<file path="config.mk">
export PLATFORM = sky130hd
export DESIGN_NAME = rng_ctrl
export DESIGN_NICKNAME = d
export VERILOG_FILES = /design/src/rtl/rng_pkg.sv /design/src/rtl/rng_core_stub.sv /design/src/rtl/rng_seq.sv /design/src/rtl/rng_ctrl.sv
export SDC_FILE = /design/constraint.sdc
export NUM_CORES = 1
export LEC_CHECK = 0
export BUFFER_PORTS_ARGS = -buffer_cell sky130_fd_sc_hd__buf_2
export CAP_MARGIN = 20
export CORE_ASPECT_RATIO = 0.5
export CORE_UTILIZATION = 28
export DETAILED_ROUTE_END_ITERATION = 10
export SYNTH_ARGS = -nofsm -noshare
export SYNTH_HDL_FRONTEND = slang
export SYNTH_HIERARCHICAL = 1
export SYNTH_SLANG_ARGS = --single-unit
</file>
<file path="constraint.sdc">
create_clock -name clk -period 3.99 [get_ports clk]
set_input_delay 0.798 -clock clk [delete_from_list [all_inputs] [get_ports clk]]
set_output_delay 0.798 -clock clk [all_outputs]
set_load 0.01 [all_outputs]
</file>
<file path="src/rtl/rng_pkg.sv">
package rng_pkg;

    localparam int BUS_W     = 32;
    localparam int ADDR_W    = 8;
    localparam int NUM_WORDS = 8;
    localparam int ROT_STEP  = 4;

    localparam logic [ADDR_W-1:0] OFS_CMD   = 8'h00;
    localparam logic [ADDR_W-1:0] OFS_STAT  = 8'h04;
    localparam logic [ADDR_W-1:0] OFS_MODE  = 8'h08;
    localparam logic [ADDR_W-1:0] OFS_IEN   = 8'h10;
    localparam logic [ADDR_W-1:0] OFS_ISTAT = 8'h14;
    localparam logic [ADDR_W-1:0] OFS_LIMIT = 8'h60;
    localparam logic [ADDR_W-1:0] OFS_ID    = 8'hF0;
    localparam logic [2:0]        WORD_PAGE = 3'b001;

    localparam logic [BUS_W-1:0] ID_VALUE = 32'h0000_46BC;
    localparam logic [BUS_W-1:0] CMD_RAND = 32'd1;
    localparam logic [BUS_W-1:0] CMD_SEED = 32'd2;

    localparam int STAT_SEEDED_BIT = 9;
    localparam int STAT_GEN_BIT    = 30;
    localparam int STAT_RESEED_BIT = 31;
    localparam int MODE_WIDE_BIT   = 3;
    localparam int IEN_GLB_BIT     = 31;
    localparam int IEN_SEED_BIT    = 1;
    localparam int IEN_RDY_BIT     = 0;
    localparam int IST_RDY_BIT     = 0;
    localparam int IST_SEED_BIT    = 1;

    typedef enum logic [1:0] {
        SQ_IDLE = 2'd0,
        SQ_GEN  = 2'd1,
        SQ_SEED = 2'd2
    } seq_state_e;

    function automatic logic [BUS_W-1:0] rot_nibbles(input logic [BUS_W-1:0] x,
                                                     input int k);
        logic [2*BUS_W-1:0] dbl;
        dbl = {x, x} << (ROT_STEP * k);
        return dbl[2*BUS_W-1:BUS_W];
    endfunction

endpackage

</file>
<file path="src/rtl/rng_core_stub.sv">
module rng_core_stub #(
    parameter int LATENCY = 16
) (
    input  logic clk,
    input  logic rst_n,
    input  logic start_i,
    output logic done_o
);
    localparam int CW = $clog2(LATENCY + 1);

    typedef struct packed {
        logic [CW-1:0] cnt;
    } stub_t;

    stub_t s_d, s_q;

    always_comb begin
        s_d = s_q;
        if (start_i) begin
            s_d.cnt = CW'(LATENCY);
        end else if (s_q.cnt != '0) begin
            s_d.cnt = s_q.cnt - 1'b1;
        end
    end

    always_ff @(posedge clk or negedge rst_n) begin
        if (!rst_n) begin
            s_q <= '0;
        end else begin
            s_q <= s_d;
        end
    end

    assign done_o = (s_q.cnt == CW'(1));

endmodule

</file>
<file path="src/rtl/rng_seq.sv">
module rng_seq
    import rng_pkg::*;
#(
    parameter int CNT_W = 16
) (
    input  logic             clk,
    input  logic             rst_n,
    input  logic             rand_req_i,
    input  logic             seed_req_i,
    input  logic             wide_i,
    input  logic [CNT_W-1:0] limit_i,
    input  logic             core_done_i,
    output logic             core_start_o,
    output logic             seeded_o,
    output logic             gen_o,
    output logic             reseed_o,
    output logic             gen_done_o,
    output logic             gen_wide_o,
    output logic             seed_done_o
);
    localparam int SUM_W = CNT_W + 1;

    typedef struct packed {
        seq_state_e       state;
        logic             start;
        logic             seeded;
        logic             pend_rand;
        logic             pend_seed;
        logic             wide;
        logic [CNT_W-1:0] cnt;
    } seq_t;

    seq_t q_d, q_q;
    logic want_rand, want_seed;
    logic [SUM_W-1:0] sum;
    logic limit_hit;

    always_comb begin
        q_d         = q_q;
        q_d.start   = 1'b0;
        gen_done_o  = 1'b0;
        seed_done_o = 1'b0;
        want_rand   = q_q.pend_rand | rand_req_i;
        want_seed   = q_q.pend_seed | seed_req_i;
        q_d.pend_rand = want_rand;
        q_d.pend_seed = want_seed;
        sum       = SUM_W'(q_q.cnt) + SUM_W'(q_q.wide ? 2 : 1);
        limit_hit = (limit_i != '0) && (sum >= SUM_W'(limit_i));

        unique case (q_q.state)
            SQ_IDLE: begin
                if (want_seed) begin
                    q_d.state     = SQ_SEED;
                    q_d.start     = 1'b1;
                    q_d.pend_seed = 1'b0;
                    q_d.cnt       = '0;
                end else if (want_rand) begin
                    q_d.state     = SQ_GEN;
                    q_d.start     = 1'b1;
                    q_d.pend_rand = 1'b0;
                    q_d.wide      = wide_i;
                end
            end
            SQ_GEN: begin
                if (core_done_i) begin
                    gen_done_o = 1'b1;
                    if (limit_hit || want_seed) begin
                        q_d.state     = SQ_SEED;
                        q_d.start     = 1'b1;
                        q_d.pend_seed = 1'b0;
                        q_d.cnt       = '0;
                    end else begin
                        q_d.cnt = sum[CNT_W-1:0];
                        if (want_rand) begin
                            q_d.state     = SQ_GEN;
                            q_d.start     = 1'b1;
                            q_d.pend_rand = 1'b0;
                            q_d.wide      = wide_i;
                        end else begin
                            q_d.state = SQ_IDLE;
                        end
                    end
                end
            end
            SQ_SEED: begin
                if (core_done_i) begin
                    seed_done_o = 1'b1;
                    q_d.seeded  = 1'b1;
                    if (want_seed) begin
                        q_d.state     = SQ_SEED;
                        q_d.start     = 1'b1;
                        q_d.pend_seed = 1'b0;
                        q_d.cnt       = '0;
                    end else if (want_rand) begin
                        q_d.state     = SQ_GEN;
                        q_d.start     = 1'b1;
                        q_d.pend_rand = 1'b0;
                        q_d.wide      = wide_i;
                    end else begin
                        q_d.state = SQ_IDLE;
                    end
                end
            end
            default: q_d.state = SQ_IDLE;
        endcase
    end

    always_ff @(posedge clk or negedge rst_n) begin
        if (!rst_n) begin
            q_q       <= '0;
            q_q.state <= SQ_SEED;
            q_q.start <= 1'b1;
        end else begin
            q_q <= q_d;
        end
    end

    assign core_start_o = q_q.start;
    assign seeded_o     = q_q.seeded;
    assign gen_o        = (q_q.state == SQ_GEN);
    assign reseed_o     = (q_q.state == SQ_SEED);
    assign gen_wide_o   = q_q.wide;

endmodule

</file>
<file path="src/rtl/rng_ctrl.sv">
module rng_ctrl
    import rng_pkg::*;
#(
    parameter int LATENCY = 16,
    parameter int CNT_W   = 16
) (
    input  logic              clk,
    input  logic              rst_n,
    input  logic              bus_wr,
    input  logic [ADDR_W-1:0] bus_addr,
    input  logic [BUS_W-1:0]  bus_wdata,
    output logic [BUS_W-1:0]  bus_rdata,
    input  logic [BUS_W-1:0]  noise_i,
    output logic              irq_o
);
    localparam int HALF = NUM_WORDS / 2;
    localparam int IDX_W = $clog2(NUM_WORDS);

    typedef struct packed {
        logic                              wide;
        logic                              ien_glb;
        logic                              ien_seed;
        logic                              ien_rdy;
        logic                              rdy;
        logic                              seed_flag;
        logic [CNT_W-1:0]                  limit;
        logic [NUM_WORDS-1:0][BUS_W-1:0]   words;
    } regs_t;

    regs_t r_d, r_q;

    logic wr_cmd, rand_req, seed_req, wr_istat;
    logic core_start, core_done;
    logic seq_seeded, seq_gen, seq_reseed;
    logic gen_done, gen_wide, seed_done;
    logic rdy_flag, ien_glb;

    assign wr_cmd   = bus_wr && (bus_addr == OFS_CMD);
    assign rand_req = wr_cmd && (bus_wdata == CMD_RAND);
    assign seed_req = wr_cmd && (bus_wdata == CMD_SEED);
    assign wr_istat = bus_wr && (bus_addr == OFS_ISTAT);

    rng_seq #(
        .CNT_W(CNT_W)
    ) u_seq (
        .clk         (clk),
        .rst_n       (rst_n),
        .rand_req_i  (rand_req),
        .seed_req_i  (seed_req),
        .wide_i      (r_q.wide),
        .limit_i     (r_q.limit),
        .core_done_i (core_done),
        .core_start_o(core_start),
        .seeded_o    (seq_seeded),
        .gen_o       (seq_gen),
        .reseed_o    (seq_reseed),
        .gen_done_o  (gen_done),
        .gen_wide_o  (gen_wide),
        .seed_done_o (seed_done)
    );

    rng_core_stub #(
        .LATENCY(LATENCY)
    ) u_core (
        .clk    (clk),
        .rst_n  (rst_n),
        .start_i(core_start),
        .done_o (core_done)
    );

    always_comb begin
        r_d = r_q;
        if (bus_wr) begin
            unique case (bus_addr)
                OFS_MODE:  r_d.wide = bus_wdata[MODE_WIDE_BIT];
                OFS_IEN: begin
                    r_d.ien_glb  = bus_wdata[IEN_GLB_BIT];
                    r_d.ien_seed = bus_wdata[IEN_SEED_BIT];
                    r_d.ien_rdy  = bus_wdata[IEN_RDY_BIT];
                end
                OFS_LIMIT: r_d.limit = bus_wdata[CNT_W-1:0];
                default: ;
            endcase
        end
        r_d.rdy       = (r_q.rdy & ~(wr_istat & bus_wdata[IST_RDY_BIT])) | gen_done;
        r_d.seed_flag = (r_q.seed_flag & ~(wr_istat & bus_wdata[IST_SEED_BIT])) | seed_done;
        if (gen_done) begin
            for (int k = 0; k < NUM_WORDS; k++) begin
                if (k < HALF || gen_wide) begin
                    r_d.words[k] = rot_nibbles(noise_i, k);
                end
            end
        end
    end

    always_ff @(posedge clk or negedge rst_n) begin
        if (!rst_n) begin
            r_q <= '0;
        end else begin
            r_q <= r_d;
        end
    end

    always_comb begin
        bus_rdata = '0;
        if (bus_addr[ADDR_W-1:5] == WORD_PAGE && bus_addr[1:0] == 2'b00) begin
            bus_rdata = r_q.words[bus_addr[IDX_W+1:2]];
        end else begin
            unique case (bus_addr)
                OFS_STAT: begin
                    bus_rdata[STAT_SEEDED_BIT] = seq_seeded;
                    bus_rdata[STAT_GEN_BIT]    = seq_gen;
                    bus_rdata[STAT_RESEED_BIT] = seq_reseed;
                end
                OFS_MODE:  bus_rdata[MODE_WIDE_BIT] = r_q.wide;
                OFS_IEN: begin
                    bus_rdata[IEN_GLB_BIT]  = r_q.ien_glb;
                    bus_rdata[IEN_SEED_BIT] = r_q.ien_seed;
                    bus_rdata[IEN_RDY_BIT]  = r_q.ien_rdy;
                end
                OFS_ISTAT: begin
                    bus_rdata[IST_RDY_BIT]  = r_q.rdy;
                    bus_rdata[IST_SEED_BIT] = r_q.seed_flag;
                end
                OFS_LIMIT: bus_rdata = BUS_W'(r_q.limit);
                OFS_ID:    bus_rdata = ID_VALUE;
                default:   bus_rdata = '0;
            endcase
        end
    end

    assign rdy_flag = r_q.rdy;
    assign ien_glb  = r_q.ien_glb;
    assign irq_o    = r_q.ien_glb & ((r_q.rdy & r_q.ien_rdy) | (r_q.seed_flag & r_q.ien_seed));

endmodule

</file>
==> flow_summary_export.csv <==
group,metric,value,unit
worst_setup_path,critPathMaxFanout,5,
worst_setup_path,worstSetupEndpoint,"u_seq/q_q[2]",
layout,fin_util,34.9,%
worst_setup_path,ff2ff_path_depth,15,
worst_setup_path,cp.arrival,4.04,ns
logic_synthesis,async_flop_share,100,%
logic_synthesis,synth_edf_count,0,
timing,finalCritPeriodShare,93.7,%
worst_setup_path,crit_buf_inv,3,
grt,overflow,0,
grt,grt_pass1_vias,5825,
worst_setup_path,reg2reg_to,"u_seq/q_q[2]",
clock_network,cts-resized-gates,0,
grt,grtUsageTotal,15.5,%
timing,fmax,267,MHz
place,gp_congestion,0.895,
clock_network,clkSinkCount,114,
drt,drt_wl_total,20.2,mm
logic_synthesis,syn_nets,750,
worst_setup_path,critical_path.startpoint,"u_seq/gen_wide_o",
layout,nets,853,
worst_setup_path,cp.required,4.29,ns
layout,drive_above_1_share,36.8,%
worst_setup_path,crit_path_max_incr_delay,0.50,ns
worst_setup_path,crit_type,"flop to flop",
clock_network,clock_latency,0.43,ns
worst_setup_path,r2r_slack,0.25,ns
logic_synthesis,synth_area,0.00741,mm^2
logic_synthesis,ys_types,64,
worst_setup_path,critPathSlowestCell,"fa_1",
layout,syn_to_final_growth,20.8,%
clock_network,htreeDepth,4,
logic_synthesis,synthFlopType,"dfrtp_1",
grt,grt_max_degree,68,
drt,dr.first_iter.drc_count,376,
status,run_status,"finished, final reports clean",
place,hpwl,14.9,mm
clock_network,cts_hold_buf,0,
pwr,power.density,350,mW/mm^2
timing,tightest_slew,0.880,ns
drt,drtAntennaViolNets,0,
worst_setup_path,reg2reg_from,"u_seq/gen_wide_o",
logic_synthesis,postSynthRegisterBits,114,
logic_synthesis,synth_top_area_share,37.8,%
timing,setup-tns-final,0,ns
hold_path,min_from,"u_seq/seeded_o",
worst_setup_path,crit_top_cell,"ha_1",
logic_synthesis,syn-instance-count,654,
drt,drt-pass1-iter-count,5,
drt,drc_errors,0,
floorplanning,ios,108,
grt,antenna_found_initial,4,
drt,viasPerCell,5.19,
floorplanning,rows,41,
worst_setup_path,startpoint_type,"flop",
hold_path,hp-class,"flop to flop",
place,numPortBuffers,107,
clock_network,cts_root_buf,"clkbuf_16",
clock_network,cts_buffer_depth,2,
timing,finalCriticalPeriod,3.74,ns
logic_synthesis,synth_common_cells,"dfrtp_1 (112), mux2_2 (74), mux2i_1 (56), nor2_1 (43), nand2_1 (42)",
logic_synthesis,yosys-top-cells-area,"dfrtp_1 (38%), mux2_2 (11%), mux4_2 (9.1%), mux2i_1 (7.6%), ha_1 (3.4%)",
clock_network,cts.clk_slew.worst_paths,0.06,ns
drt,wl_per_cell,18.2,um
timing,slew_headroom,41.4,%
clock_network,cts_buffers,17,
clock_network,tritoncts,"built",
pwr,vdd_drop_max,318,uV
timing,finalSetupViolations,0,
pwr,total_power,3130,uW
floorplanning,fp.dieH,117,um
floorplanning,die_x,232,um
logic_synthesis,yosysTopAreaCell,"dfrtp_1",
floorplanning,die-area,0.0271,mm^2
logic_synthesis,synth.most_common_cell,"dfrtp_1",
run,cap_violations,0,
timing,grt_setup_unrepaired,"false",
pwr,p_leak,0.00420,uW
floorplanning,start_util,28.9,%
floorplanning,coreArea,0.0256,mm^2
logic_synthesis,ys_seq_area_share,38.6,%
worst_setup_path,path_delay_family,"compound AO/OA/AOI/OAI gates",
worst_setup_path,critical_path.cell_chain,"inv_1 > ha_1 > fa_1 > inv_2 > or2_1 > nor2_1 > xor2_1 > ha_1 > nand4_1 > a2111oi_0 > o21ai_1 > a41oi_4 > buf_4 > nor4_1 > a221o_1",
drt,vias,5784,
logic_synthesis,synth_warnings,6,
worst_setup_path,cp.depth,15,
timing,final_hold_viol_count,0,
timing,skew,0.0121,ns
grt,grt_pass1_wl,32.1,mm
timing,drv_slew,0,
worst_setup_path,end_kind,"flop",
logic_synthesis,avgSynthCellArea,11.3,um^2
## where the power goes
group / switching (uW) / total, uW / internal, uW
sequential: 31.8 / 1220 / 1180
combinational: 178 / 333 / 156
clock: 577 / 1580 / 1000
total: 787 / 3130 / 2340
## worst min-delay path by stage
| stage | endpoint | cells after the start |
|---|---|---|
| after floorplan | u_seq/seeded_o | 1 |
| after global placement | u_seq/seeded_o | 1 |
| after detailed placement | u_seq/seeded_o | 1 |
| after CTS | u_seq/seeded_o | 1 |
| after global routing | u_seq/seeded_o | 1 |
| final | u_seq/seeded_o | 1 |
## layout by cell type (no fill, tap or decap), types with 16 or more instances in the layout
cell type	instances
mux4_2	30
inv_1	23
a21oi_1	18
dfrtp_1	112
a22oi_1	27
buf_2	105
mux2i_1	56
clkbuf_16	17
nand2_1	42
ha_1	20
nor2_1	43
buf_4	16
mux2_2	74
## per-stage QoR
step,hold WS [ns],setup WS (ns),cells,area [um^2]
2_1_floorplan,0.441,0.649,654,7410
3_3_place_gp,0.452,0.328,1080,8310
3_5_place_dp,0.455,0.138,1080,8310
4_1_cts,0.469,0.118,1112,8930
5_1_grt,0.496,0.00120,1115,8950
6_report,0.464,0.251,1115,8950
## sequential cells by signal, summed over array words and instances, names as in the netlist
| name | cells |
|---|---|
| ien_glb | 1 |
| u_seq/gen_wide_o | 1 |
| rdy_flag | 1 |
| u_seq/seeded_o | 1 |
| u_seq/core_start_o | 1 |
| u_seq/q_q | 20 |
| r_q | 84 |
| u_core/s_q | 5 |
## cell type report
| class | count | area [um^2] |
|---|---|---|
| fill | 2540 | 16700 |
| timing repair buffer | 122 | 666 |
| antenna | 1 | 2.50 |
| sequential | 114 | 2860 |
| clock buffer | 18 | 439 |
| tap | 344 | 430 |
| multi-input combinational | 478 | 4280 |
| inverter | 24 | 90.1 |
| clock inverter | 14 | 179 |
## layer usage
metal,up-vias,track usage [%],part of all wire (%)
li1,2666,-,-
met1,2932,17.9,41
met2,142,28.2,52
met3,38,3.54,3.8
met4,6,5.83,2.3
met5,-,0,0.22
## cell families (layout without fill, tap and decap cells)
group	count (synthesis)	after routing	synth area share (%)
multiplexers	170	170	30.0
AND/OR/NAND/NOR	169	169	12.4
flip-flops	114	114	38.6
AO/OA/AOI/OAI	104	104	10.2
buffers and inverters	62	178	3.60
adder cells (fa/ha/maj)	21	21	3.65
XOR/XNOR	14	14	1.66
other	0	1	0
## timing repair
action                                  in CTS  in global routing
endpoints found under the setup margin       0                 15
setup buffers                                0                  2
hold endpoints to repair                     0                  0
No activity file was read; power rests on OpenSTA's default activity.
